`config.mk`:
```
export PLATFORM = sky130hd
export DESIGN_NAME = vsync_run_detector
export DESIGN_NICKNAME = d
export VERILOG_FILES = /design/src/rtl/vsd_pkg.sv /design/src/rtl/vsd_zero_det.sv /design/src/rtl/vsd_low_stage.sv /design/src/rtl/vsd_high_stage.sv /design/src/rtl/vsync_run_detector.sv
export SDC_FILE = /design/constraint.sdc
export NUM_CORES = 1
export LEC_CHECK = 0
export CAP_MARGIN = 20
export CORE_AREA = 4 4 41 43
export CTS_BUF_LIST = sky130_fd_sc_hd__clkbuf_4 sky130_fd_sc_hd__clkbuf_8 sky130_fd_sc_hd__clkbuf_16
export CTS_CLUSTER_SIZE = 28
export DETAILED_ROUTE_END_ITERATION = 8
export DIE_AREA = 0 0 45 47
export SETUP_SLACK_MARGIN = 0.05
export SLEW_MARGIN = 20
export SYNTH_ARGS = -nofsm -noshare
export SYNTH_HDL_FRONTEND = slang
export SYNTH_SLANG_ARGS = --single-unit
```
`constraint.sdc`:
```
create_clock -name clk -period 1.1 [get_ports clk]
set_input_delay 0.33 -clock clk [delete_from_list [all_inputs] [get_ports clk]]
set_output_delay 0.33 -clock clk [all_outputs]
set_load 0.02 [all_outputs]
```
`src/rtl/vsd_pkg.sv`:
```
package vsd_pkg;

    // Default geometry of the zero-run detector
    parameter int unsigned VSD_SAMPLE_W = 8;
    parameter int unsigned VSD_LO_W     = 4;
    parameter int unsigned VSD_HI_W     = 3;

endpackage

```
`src/rtl/vsd_zero_det.sv`:
```
module vsd_zero_det #(
    parameter int unsigned SAMPLE_W = 8
) (
    input  logic [SAMPLE_W-1:0] sample_i,
    output logic                zero_o
);

    always_comb begin
        zero_o = (sample_i == '0);
    end

endmodule

```
`src/rtl/vsd_low_stage.sv`:
```
module vsd_low_stage #(
    parameter int unsigned LO_W = 4
) (
    input  logic            clk,
    input  logic            rst,
    input  logic            zero_i,
    output logic [LO_W-1:0] lo_o,
    output logic            carry_o
);

    // The low stage reads one below all ones on the clock edge just before it wraps
    localparam logic [LO_W-1:0] LO_PRE = LO_W'((1 << LO_W) - 2);

    typedef struct packed {
        logic [LO_W-1:0] lo;
        logic            carry;
    } lo_state_t;

    lo_state_t st_d, st_q;

    always_comb begin
        st_d = '0;
        if (zero_i) begin
            st_d.lo    = st_q.lo + 1'b1;
            // The carry is high exactly while the low stage holds all ones
            st_d.carry = (st_q.lo == LO_PRE);
        end
    end

    always_ff @(posedge clk) begin
        if (rst) begin
            st_q <= '0;
        end else begin
            st_q <= st_d;
        end
    end

    assign lo_o    = st_q.lo;
    assign carry_o = st_q.carry;

endmodule

```
`src/rtl/vsd_high_stage.sv`:
```
module vsd_high_stage #(
    parameter int unsigned HI_W = 3
) (
    input  logic            clk,
    input  logic            rst,
    input  logic            zero_i,
    input  logic            carry_i,
    output logic [HI_W-1:0] hi_o
);

    typedef struct packed {
        logic [HI_W-1:0] hi;
    } hi_state_t;

    hi_state_t st_d, st_q;

    always_comb begin
        st_d = st_q;
        if (!zero_i) begin
            st_d.hi = '0;
        end else if (carry_i) begin
            st_d.hi = st_q.hi + 1'b1;
        end
    end

    always_ff @(posedge clk) begin
        if (rst) begin
            st_q <= '0;
        end else begin
            st_q <= st_d;
        end
    end

    assign hi_o = st_q.hi;

endmodule

```
`src/rtl/vsync_run_detector.sv`:
```
module vsync_run_detector
    import vsd_pkg::*;
#(
    parameter int unsigned SAMPLE_W = VSD_SAMPLE_W,
    parameter int unsigned LO_W     = VSD_LO_W,
    parameter int unsigned HI_W     = VSD_HI_W
) (
    input  logic                clk,
    input  logic                rst,
    input  logic [SAMPLE_W-1:0] sample_i,
    output logic                detect_o
);

    localparam int unsigned CNT_W = LO_W + HI_W;

    logic            zero_w;
    logic [LO_W-1:0] lo_q;
    logic [HI_W-1:0] hi_q;
    logic            carry_q;
    logic [CNT_W-1:0] run_q;

    vsd_zero_det #(.SAMPLE_W(SAMPLE_W)) u_zero (
        .sample_i (sample_i),
        .zero_o   (zero_w)
    );

    vsd_low_stage #(.LO_W(LO_W)) u_low (
        .clk     (clk),
        .rst     (rst),
        .zero_i  (zero_w),
        .lo_o    (lo_q),
        .carry_o (carry_q)
    );

    vsd_high_stage #(.HI_W(HI_W)) u_high (
        .clk     (clk),
        .rst     (rst),
        .zero_i  (zero_w),
        .carry_i (carry_q),
        .hi_o    (hi_q)
    );

    assign run_q    = {hi_q, lo_q};
    // The flag decodes the registered count only, never the live sample
    assign detect_o = &run_q;

endmodule

```
---- After elaboration in Yosys (flattened, before gate mapping) ----
Cells that the tools add are included.
word-level totals
  bits in registers ....................... 8
  latch bits .............................. 0
  bits in writable memories ............... 0
  bits in read-only memories .............. 0
  input bits .............................. 10
  output and inout bits ................... 1
  logic and storage cells ................. 10
  memories ................................ 0
cells by class
  $add $sub $neg .......................... 2
  $mul .................................... 0
  div/mod/pow operators ................... 0
  order comparisons ....................... 0
  equal/unequal tests ..................... 1
  shifts and indexed selects .............. 0
  multiplexer cells ....................... 0
  bitwise gates (word level) .............. 1
  reductions and logical operators ........ 3
operators with widths
  kind                                                            number
  8-bit zero test                                                 1
  7-bit AND reduction                                             1
  4-bit by 1-bit adder with 4-bit output (second input constant)  1
  4-bit equality test (second input constant)                     1
  3-bit by 1-bit adder with 3-bit output (second input constant)  1
  2-bit OR reduction                                              1
  1-bit NOT                                                       1

---- Depth between registers and ports, before layout ----
  word-level depth ........................ 3
  gate-level depth with buffers ........... 4
  mapped depth without buffers ............ 4

---- Cells and area by module ----
From an unflattened synthesis, not the netlist that was laid out.
unflattened totals
  cells, all modules ...................... 37
  area, all modules ....................... 357.8 um2
modules (own cells, without submodules)
  module              times used  cells each  area each (um2)  sequential area each (um2)
  vsd_low_stage       1           19          196.4            100.1
  vsd_high_stage      1           12          127.6            60.1
  vsd_zero_det        1           3           18.8             0.0
  vsync_run_detector  1           3           15.0             0.0

---- Worst setup path before layout ----
Ideal clock, no wire load.
  path kind ............................... reg-to-output
  start ................................... register u_high.st_q, in the netlist u_high.hi_o[0]
  end ..................................... output port detect_o
  data arrival time ....................... 0.907 ns
  required time ........................... 0.770 ns
  slack ................................... -0.137 ns
  cell stages (with the launch flop) ...... 4
  path buffers ............................ 0
  cell sequence ........................... dfxtp_1 > ha_1 > ha_1 > and4_1
on the way
  longest elaborated chain between the ends .. 1
ends and longest elaborated chain
  item                    line                      RTL
  from (decl)             vsd_high_stage.sv:15      hi_state_t st_d, st_q;
  from (signal assigned)  vsd_high_stage.sv:30      st_q <= st_d;
  7-bit AND reduction     vsync_run_detector.sv:45  assign detect_o = &run_q;
  to (decl)               vsync_run_detector.sv:11  output logic detect_o
Every way passes these cells.

---- Final worst setup path ----
Same ends and word-level chain as after synthesis.

==> flow_summary_export.csv <==
group,metric,value,unit
synthesis,seq_area_frac_synth,47.1,%
worst_setup_path,cp_max_fo,2,
timing,rsz0062_at_grt,"true",
worst_setup_path,crit_required,0.77,ns
synthesis,ys.warnings.count,0,
run_status,status,"finished with violations",
pwr,powerDensity,933,nW/um^2
worst_setup_path,rrSetupSlack,0.08,ns
floorplanning,dieHeight,47,microns
routing,first_pass_iters,1,
clocking,htreeDepth,1,
timing,fin_skew,0.00138,ns
global_routing,grt_pass1_vias,264,
floorplanning,start_util,26.2,%
floorplanning,io_pins,11,
layout,area_growth,72.1,%
timing,fmax,0.679,GHz
clocking,root_buffer,"clkbuf_4",
synthesis,synth_nets,47,
job,drv_cap,0,
pwr,ir_worst_vdd,387,uV
synthesis,synth_top_area_share,47.1,%
clocking,cts_hold_buf,0,
synthesis,synth_top_cell_by_area,"dfxtp_1",
floorplanning,core,1300,sq um
layout,fin_nets,68,
worst_setup_path,cp-end-kind,"primary output",
synthesis,ys_ff_latch,8,
placed_design,place.port_buffers,10,
pwr,power.leakage,0.228,nW
synthesis,synth_cell_type_count,12,
layout,fin_cells,67,
placed_design,hpwl,484,microns
clocking,cts_buffers,3,
routing,viasPerCell,4.22,
worst_setup_path,critical_path.top_delay_family,"flip-flops",
routing,via_count,283,
global_routing,grt_pass1_wl,931,microns
run_status,violations,"negative setup slack",
worst_setup_path,cp_slowest_cell,"dfxtp_2",
layout,antennaDiodeCount,0,
timing,relSlewSlack,83.4,%
timing,finalHoldViolCount,0,
global_routing,antenna_found_initial,0,
clocking,cts_buffer_depth,2,
routing,ant_nets,0,
layout,layout_common_cells,"buf_4 (6), dfxtp_1 (6), nor2_1 (5), dlygate4sd2_1 (5), nor2_2 (4)",
timing,slew_viol_final,0,
worst_setup_path,slowest_delay,0.35,ns
floorplanning,die_width,45,microns
clocking,cts.sinks,8,
synthesis,synthCells,33,
synthesis,synth.avg_cell_area,10.3,sq um
worst_setup_path,worstSetupPathType,"flip-flop to primary output",
global_routing,gr-total-overflow,0,
hold_path,whs_path_depth,4,
global_routing,grt_max_degree,9,
routing,drc,0,
worst_setup_path,critPathLaunchType,"flip-flop",
worst_setup_path,worst-endpoint-arrival,1.14,ns
timing,fin_crit,1.47,ns
synthesis,synthTopCellsByArea,"dfxtp_1 (47%), ha_1 (15%), nor2_1 (9.9%)",
timing,setup_slack,-0.372,ns
routing,routed_wl,596,microns
timing,tightest_slew,0.246,ns
synthesis,synth.cell_area,340,sq um
hold_path,hp-start,"sample_i[1]",
worst_setup_path,rr_worst_depth,4,
routing,drt-wirelength-per-cell,8.90,microns
routing,drt_iter0_drc,0,
clocking,cts_tree,"yes",
worst_setup_path,r2r_end,"u_high.hi_o[2]$_SDFFE_PP0P_",
global_routing,grt_usage,6.65,%
hold_path,hp-class,"input port to flip-flop",
floorplanning,die_area,2120,sq um
worst_setup_path,r2r-start,"u_high.hi_o[0]$_SDFFE_PP0P_",
layout,fillCellCount,147,
layout,drive_above_1_share,42.3,%
worst_setup_path,worstPathCellList,"ha_4 > ha_4 > and4_4 > buf_6",
placed_design,dpl.cell_count,64,
placed_design,gp_routability_congestion,0.610,
layout,fin_util,45.0,%
worst_setup_path,critPathMostFrequentCell,"ha_4",
clocking,cts.reportedPaths.clkPinSlew,0.05,ns
hold_path,min_to,"u_high.hi_o[0]$_SDFFE_PP0P_",
clocking,clk_latency,0.25,ns
worst_setup_path,cp.buffers_inverters,1,
timing,min_period_over_period,134,%
floorplanning,rows,13,
timing,finalSetupViolations,1,
worst max-delay path by stage:
stage / startpoint / end / slack (ns) / cells past startpoint
CTS: u_high.hi_o[1]$_SDFFE_PP0P_ / detect_o / -0.38 / 4
finish: u_high.hi_o[0]$_SDFFE_PP0P_ / detect_o / -0.37 / 4
floorplan: u_high.hi_o[1]$_SDFFE_PP0P_ / detect_o / -0.03 / 3
global route: u_high.hi_o[0]$_SDFFE_PP0P_ / detect_o / -0.41 / 4
detailed placement: u_high.hi_o[1]$_SDFFE_PP0P_ / detect_o / -0.58 / 4
global placement: u_high.hi_o[1]$_SDFFE_PP0P_ / detect_o / -0.58 / 4
metrics by stage:
stage / area [sq um] / hold WS [ns] / TNS (ns) / setup WS (ns) / total power (W)
5_1_grt: 586 / 0.448 / -0.405 / -0.405 / 0.000571
6_report: 586 / 0.440 / -0.372 / -0.372 / 0.000546
4_1_cts: 556 / 0.528 / -0.382 / -0.382 / 0.000553
3_5_place_dp: 534 / 0.516 / -3.69 / -0.578 / 0.000333
3_3_place_gp: 534 / 0.510 / -3.59 / -0.576 / 0.000333
2_1_floorplan: 370 / 0.430 / -0.0264 / -0.0264 / 0.000300
kinds of logic after synthesis:
kind of cell | share of synthesized area [%]
XOR/XNOR | 7.72
adder cells (fa/ha/maj) | 14.7
AND/OR/NAND/NOR | 23.5
flip-flops | 47.1
multiplexers | 5.88
buffers and inverters | 1.10
metal layers:
layer | vias to the layer above | wire length, microns | GRT usage (%)
li1 | 151 | - | -
met1 | 121 | 282 | 7.08
met2 | 11 | 246 | 8.76
met3 | 0 | 67 | 3.83
met4 | 0 | 0 | 7.02
met5 | - | 0 | 0
what timing repair did:
| item | in CTS | in global routing |
|---|---|---|
| resized for setup | 13 | 8 |
| setup buffers | 0 | 0 |
| setup endpoints to repair | 9 | 9 |
| pin swaps | 4 | 8 |
tightest hold or removal path, cell delays in order:
cell and delay, ns:
dlymetal6s2s_1 0.09, nor3_2 0.06, nand3_4 0.13, nor2_2 0.04
cell usage after synthesis:
cell type and number:
and4_1 1, ha_1 4, mux2i_1 2, nand3_2 1, dfxtp_1 8, xor2_1 1
nor3_1 1, nor4_2 1, xnor2_1 2, nand3_1 2, inv_1 1, nor2_1 9
cell type report:
type / instances / area (sq um) / area share, %
tap: 15 / 18.8 / 3.21
clock buffer: 3 / 22.5 / 3.85
inverter: 1 / 3.75 / 0.641
timing repair buffer: 16 / 143 / 24.4
sequential: 8 / 163 / 27.8
multi-input combinational: 24 / 235 / 40.2
sequential cells by signal (all words and copies together), names as in the netlist:
name / flops
u_low.lo_o: 4
u_high.hi_o: 3
u_low.carry_o: 1
report_power, final:
group	internal, W	total [W]	switching, W
combinational	0.0000232	0.0000358	0.0000125
clock	0.000125	0.000221	0.0000959
sequential	0.000290	0.000290	0.0000000349
total	0.000438	0.000546	0.000108
(Power assumes the default switching activity.)
